$ cat src/rtl/injPkg.sv
package injPkg;
  typedef enum logic [2:0] {F_IDLE, F_HDR, F_PAY, F_FLAG, F_CRC, F_TRL} fld_e;

  typedef struct packed {
    logic active;
    fld_e field;
    logic half;
    logic crcInit;
    logic crcEn;
    logic evtDone;
  } strobe_t;

  localparam logic [31:0] HDR_WORD = 32'h5111_5110;
  localparam logic [31:0] TRL_WORD = 32'h3FFF_3FF0;
  localparam logic [15:0] CRC_POLY = 16'h1021;
  localparam logic [15:0] CRC_SEED = 16'hFFFF;
  localparam int          CNT_W    = 28;

  function automatic logic [15:0] crcStep(input logic [15:0] crcIn, input logic [15:0] dIn);
    logic [15:0] c;
    logic fb;
    c = crcIn;
    for (int i = 15; i >= 0; i--) begin
      fb = c[15] ^ dIn[i];
      c  = {c[14:0], 1'b0};
      if (fb) c = c ^ CRC_POLY;
    end
    return c;
  endfunction
endpackage

$ cat src/rtl/injCtrl.sv
module injCtrl
  import injPkg::*;
#(
  parameter int LEN_W = 10
) (
  input  logic             clk,
  input  logic             rstN,
  input  logic             trigIn,
  input  logic             busyIn,
  input  logic [LEN_W-1:0] wordCount,
  output strobe_t          stb
);
  localparam logic [LEN_W-1:0] LEN_ONE = 1;

  fld_e             st;
  logic             half;
  logic             trigQ;
  logic             pending;
  logic [LEN_W-1:0] lenQ;
  logic [LEN_W-1:0] idx;
  logic             trigRise;

  assign trigRise = trigIn & ~trigQ;

  always_ff @(posedge clk) begin
    if (!rstN) begin
      st      <= F_IDLE;
      half    <= 1'b0;
      trigQ   <= 1'b0;
      pending <= 1'b0;
      lenQ    <= '0;
      idx     <= '0;
    end else begin
      trigQ <= trigIn;
      if (st == F_IDLE) begin
        if ((trigRise || pending) && !busyIn) begin
          st      <= F_HDR;
          half    <= 1'b0;
          lenQ    <= wordCount;
          pending <= 1'b0;
        end else if (trigRise) begin
          pending <= 1'b1;
        end
      end else begin
        // edges seen mid-event are discarded
        pending <= 1'b0;
        half    <= ~half;
        if (half) begin
          case (st)
            F_HDR: begin
              idx <= '0;
              st  <= (lenQ == '0) ? F_FLAG : F_PAY;
            end
            F_PAY: begin
              if (idx == lenQ - LEN_ONE) st <= F_FLAG;
              else idx <= idx + LEN_ONE;
            end
            F_FLAG:  st <= F_CRC;
            F_CRC:   st <= F_TRL;
            default: st <= F_IDLE;
          endcase
        end
      end
    end
  end

  always_comb begin
    stb.active  = (st != F_IDLE);
    stb.field   = st;
    stb.half    = half;
    stb.crcInit = (st == F_HDR);
    stb.crcEn   = (st == F_PAY) || (st == F_FLAG);
    stb.evtDone = (st == F_TRL) && half;
  end
endmodule

$ cat src/rtl/injDatapath.sv
module injDatapath
  import injPkg::*;
#(
  parameter logic [3:0] CHAN_ID = 4'h1
) (
  input  logic          clk,
  input  logic          rstN,
  input  strobe_t       stb,
  output logic [15:0]   txData,
  output logic          txValid,
  output logic          txStart,
  output logic          txEnd
);
  logic [CNT_W-1:0] evtNum;
  logic [15:0]      crcQ;
  logic [31:0]      word32;
  logic [15:0]      dOut;

  always_comb begin
    case (stb.field)
      F_HDR:   word32 = HDR_WORD;
      F_PAY:   word32 = {CHAN_ID, evtNum};
      F_CRC:   word32 = {16'h0000, crcQ};
      F_TRL:   word32 = TRL_WORD;
      default: word32 = '0;
    endcase
    dOut = stb.active ? (stb.half ? word32[15:0] : word32[31:16]) : 16'h0000;
  end

  always_ff @(posedge clk) begin
    if (!rstN) begin
      evtNum <= '0;
      crcQ   <= CRC_SEED;
    end else begin
      if (stb.evtDone) evtNum <= evtNum + 1'b1;
      if (stb.crcInit)    crcQ <= CRC_SEED;
      else if (stb.crcEn) crcQ <= crcStep(crcQ, dOut);
    end
  end

  assign txData  = dOut;
  assign txValid = stb.active;
  assign txStart = (stb.field == F_HDR) && !stb.half;
  assign txEnd   = stb.evtDone;
endmodule

$ cat src/rtl/evtInjector.sv
module evtInjector
  import injPkg::*;
#(
  parameter logic [3:0] CHAN_ID = 4'h1,
  parameter int         LEN_W   = 10
) (
  input  logic             clk,
  input  logic             rstN,
  input  logic             trigIn,
  input  logic             busyIn,
  input  logic [LEN_W-1:0] wordCount,
  output logic [15:0]      txData,
  output logic             txValid,
  output logic             txStart,
  output logic             txEnd
);
  strobe_t stb;

  injCtrl #(.LEN_W(LEN_W)) ctrl_i (
    .clk(clk), .rstN(rstN), .trigIn(trigIn), .busyIn(busyIn),
    .wordCount(wordCount), .stb(stb)
  );

  injDatapath #(.CHAN_ID(CHAN_ID)) dp_i (
    .clk(clk), .rstN(rstN), .stb(stb), .txData(txData),
    .txValid(txValid), .txStart(txStart), .txEnd(txEnd)
  );
endmodule

$ cat config.mk
export PLATFORM = sky130hd
export DESIGN_NAME = evtInjector
export DESIGN_NICKNAME = d
export VERILOG_FILES = /design/src/rtl/injPkg.sv /design/src/rtl/injCtrl.sv /design/src/rtl/injDatapath.sv /design/src/rtl/evtInjector.sv
export SDC_FILE = /design/constraint.sdc
export NUM_CORES = 1
export LEC_CHECK = 0
export ABC_AREA = 0
export ABC_CLOCK_PERIOD_IN_PS = 3900
export BUFFER_PORTS_ARGS = -buffer_cell sky130_fd_sc_hd__buf_2
export CAP_MARGIN = 20
export CORE_ASPECT_RATIO = 1.4
export CORE_UTILIZATION = 30
export DETAILED_ROUTE_END_ITERATION = 16
export PLACE_DENSITY = 0.42
export SLEW_MARGIN = 10
export SYNTH_ARGS = -nofsm -noshare
export SYNTH_HDL_FRONTEND = slang
export SYNTH_SLANG_ARGS = --single-unit
export TNS_END_PERCENT = 30
$ cat constraint.sdc
create_clock -name clk -period 3.9 [get_ports clk]
set_input_delay 0.195 -clock clk [delete_from_list [all_inputs] [get_ports clk]]
set_output_delay 0.195 -clock clk [all_outputs]
set_load 0.02 [all_outputs]
==> impl_metrics.toml <==
[detailed_routing]
via_per_inst = 5.16
vias = 3934
drt_wl_total_um = 13400
antenna_left = 0
drtIter0Drc = 216
drc = 0
wl_per_cell_um = 17.6
firstDrtPassIters = 4

[setup_path]
crit_family = "XOR/XNOR gates"
cp_num_buf_inv = 1
critPathLaunch = "ctrl_i.st[0]"
end_kind = "flip-flop"
crit_path_max_fanout = 24
max_stage_delay_ns = 0.63
path_class = "reg -> reg"
worstPathArrival_ns = 3.75
r2r_start = "ctrl_i.st[0]"
start_kind = "flip-flop"
crit_path_top_delay_cell = "nor3b_1"
required_ns = 4.18
rrSetupSlack_ns = 0.43
worstPathCellList = "buf_4 > nor3b_1 > a2bb2oi_1 > a2bb2oi_1 > xnor3_1 > xnor3_1 > xnor2_1 > or3_1 > nand3_1"

[sta]
min_period_over_period_pct = 89.1
relSlewSlack_pct = 50.8
slew_viol_final = 0
skew_ns = 0.00710
min_period_ns = 3.47
tns_ns = 0
fmax_mhz = 288
setup_viol = 0
rsz0062_at_grt = "no"
final_hold_viol_count = 0
hold_ws_ns = 0.0946
tightest_slew_ns = 0.738

[clock_network]
ctsResizeCount = 0
cts_tree = "yes"
cts_setup_buffers = 0
cts.sinks = 70
insertion_delay_ns = 0.34
holdBufCountCts = 0
cts_buffers = 9
clock_path_buffers = 2
cts.htree.levels = 3
clk_pin_slew_ns = 0.06
cts_root_buf = "clkbuf_16"

[yosys]
yosys.area_share.adder_pct = 0.809
ys_async_sr_fraction_pct = 0
synth_edf_count = 0
synth_nets = 561
synth_top_family_by_area = "simple AND/OR/NAND/NOR gates"
yosys.area_share.simple_pct = 24.5
syn_inst = 544
synth-warning-count = 0
synthMuxAreaShare_pct = 5.77
ys_seq_area_share_pct = 30.2
synth.distinct_cells = 65
synth_compound_gate_area_share_pct = 18.0
synth_largest_area_cell = "dfxtp_1"
synth_top_cell_area_share_pct = 30.2
avgSynthCellArea_um2 = 8.53
synth-main-ff-cell = "dfxtp_1"
synth-xor-area-share_pct = 16.5
synth_area_leaders = "dfxtp_1 (30%), xnor2_1 (7.7%), mux2i_1 (4.3%)"
syn_area_um2 = 4640
synth-seq-cells = 70

[worst_hold_path]
hold_path.class = "in -> reg"
hp-start = "trigIn"

[place]
place_congestion = 0.802
io_buffers = 32
post_dp_cell_area_um2 = 4980
dpl.hpwl_um = 10200

[power_and_ir_drop]
powerDensity_nw_per_um2 = 373
seqPwrFrac_pct = 38.7
leakagePower_nw = 2.05
ir_worst_vdd_uv = 142
p_int_mw = 1.39
p_sw_share_pct = 29.2
power_frac_comb_pct = 21.8
p_total_mw = 1.96
p_sw_uw = 574
clkPwrFrac_pct = 39.4

[cells_and_area]
final_area_um2 = 5260
fillers = 1590
multi_input_area_um2 = 3050
num-nets-final = 583
area_growth_pct = 13.3
layout-drive-gt1-share_pct = 13.3
final_util_pct = 34.9
antenna_cells = 0
ff_latch_area_um2 = 1400

[global_route]
grt_pass1_wl_um = 21700
grt_pass1_vias = 3917
grt.total_usage_pct = 18.0
antenna_found_initial = 0
grt_overflow = 0
grt_max_degree = 49

[floorplanning]
die_y_um = 149
io_pins = 33
core_um2 = 15100
rows = 53
start_util_pct = 30.8
fp.dieW_um = 107
fp.dieArea_um2 = 16000

[job]
max-cap-violations = 0

[run_status]
status = "finished clean"
## power groups by stage
stage                     logic [mW]  registers (mW)  clock network, mW
after global routing           0.472           0.764              0.835
after CTS                      0.432           0.760              0.802
after detailed placement       0.429           0.776                  0
after floorplan                0.340           0.762                  0
after global placement         0.428           0.775                  0
final                          0.428           0.761              0.775
## layout make-up
| type | count | area share (%) |
|---|---|---|
| clock buffers | 12 | 4.88 |
| flip-flops and latches | 70 | 26.6 |
| multi-input cells | 431 | 58.0 |
| clock inverters | 3 | 0.381 |
| repair buffers | 45 | 4.90 |
| inverters | 9 | 0.642 |
| well taps | 192 | 4.57 |
## stage by stage
stage	setup WS [ns]	cells
global placement	0.453	747
global route	0.166	762
finish	0.426	762
detailed placement	0.394	747
floorplan	0.807	544
CTS	0.368	762
## final timing paths
check        depth (start not counted)            end
max                                  9  dp_i.crcQ[12]
min                                  2   ctrl_i.trigQ
max reg2reg                          9  dp_i.crcQ[12]
min reg2reg                          2   dp_i.crcQ[6]
## flip-flops by register name, indices dropped and copies added (netlist names)
| name | count |
|---|---|
| dp_i.evtNum | 28 |
| dp_i.crcQ | 16 |
| ctrl_i.idx | 10 |
| ctrl_i.lenQ | 10 |
| ctrl_i.st | 3 |
| ctrl_i.half | 1 |
| ctrl_i.pending | 1 |
| ctrl_i.trigQ | 1 |
## cell usage in the layout (no fill, tap or decap), types with 24 or more instances in the layout
cell type	instances
dfxtp_1	70
nor2_1	33
nand2_1	40
and2_1	26
a21oi_1	24
o21ai_0	24
xnor2_1	41
buf_2	32
## cell families (layout without fill, tap and decap cells)
logic type / Yosys count / count (layout)
AO/OA/AOI/OAI: 121 / 121
adder cells (fa/ha/maj): 3 / 3
XOR/XNOR: 72 / 72
buffers and inverters: 43 / 69
AND/OR/NAND/NOR: 211 / 211
multiplexers: 24 / 24
flip-flops: 70 / 70
## routing by layer
| metal | GRT usage, % | share of wire [%] | up-vias |
|---|---|---|---|
| li1 | - | - | 1983 |
| met4 | 7.95 | 3.0 | 0 |
| met3 | 3.84 | 4.2 | 19 |
| met1 | 21.5 | 42 | 1851 |
| met5 | 0 | 0 | - |
| met2 | 30.9 | 50 | 81 |
## cell usage after synthesis (4+ instances only)
library cell / instances
and3_1: 6
nand3_1: 21
nor2_1: 33
xor2_1: 21
nor4_1: 4
xnor3_1: 7
nand2_1: 40
inv_1: 9
nor3_1: 7
or3_1: 9
o21ai_0: 24
nor2b_1: 21
buf_2: 6
o22ai_1: 7
nand2b_1: 10
o21a_1: 5
mux2i_1: 20
nand4_1: 15
and2_1: 26
o211ai_1: 15
dfxtp_1: 70
a22oi_1: 6
xnor2_1: 41
nor3b_1: 5
a2bb2oi_1: 6
clkbuf_1: 22
a21oi_1: 24
a21boi_0: 7
(Power assumes the default switching activity.)
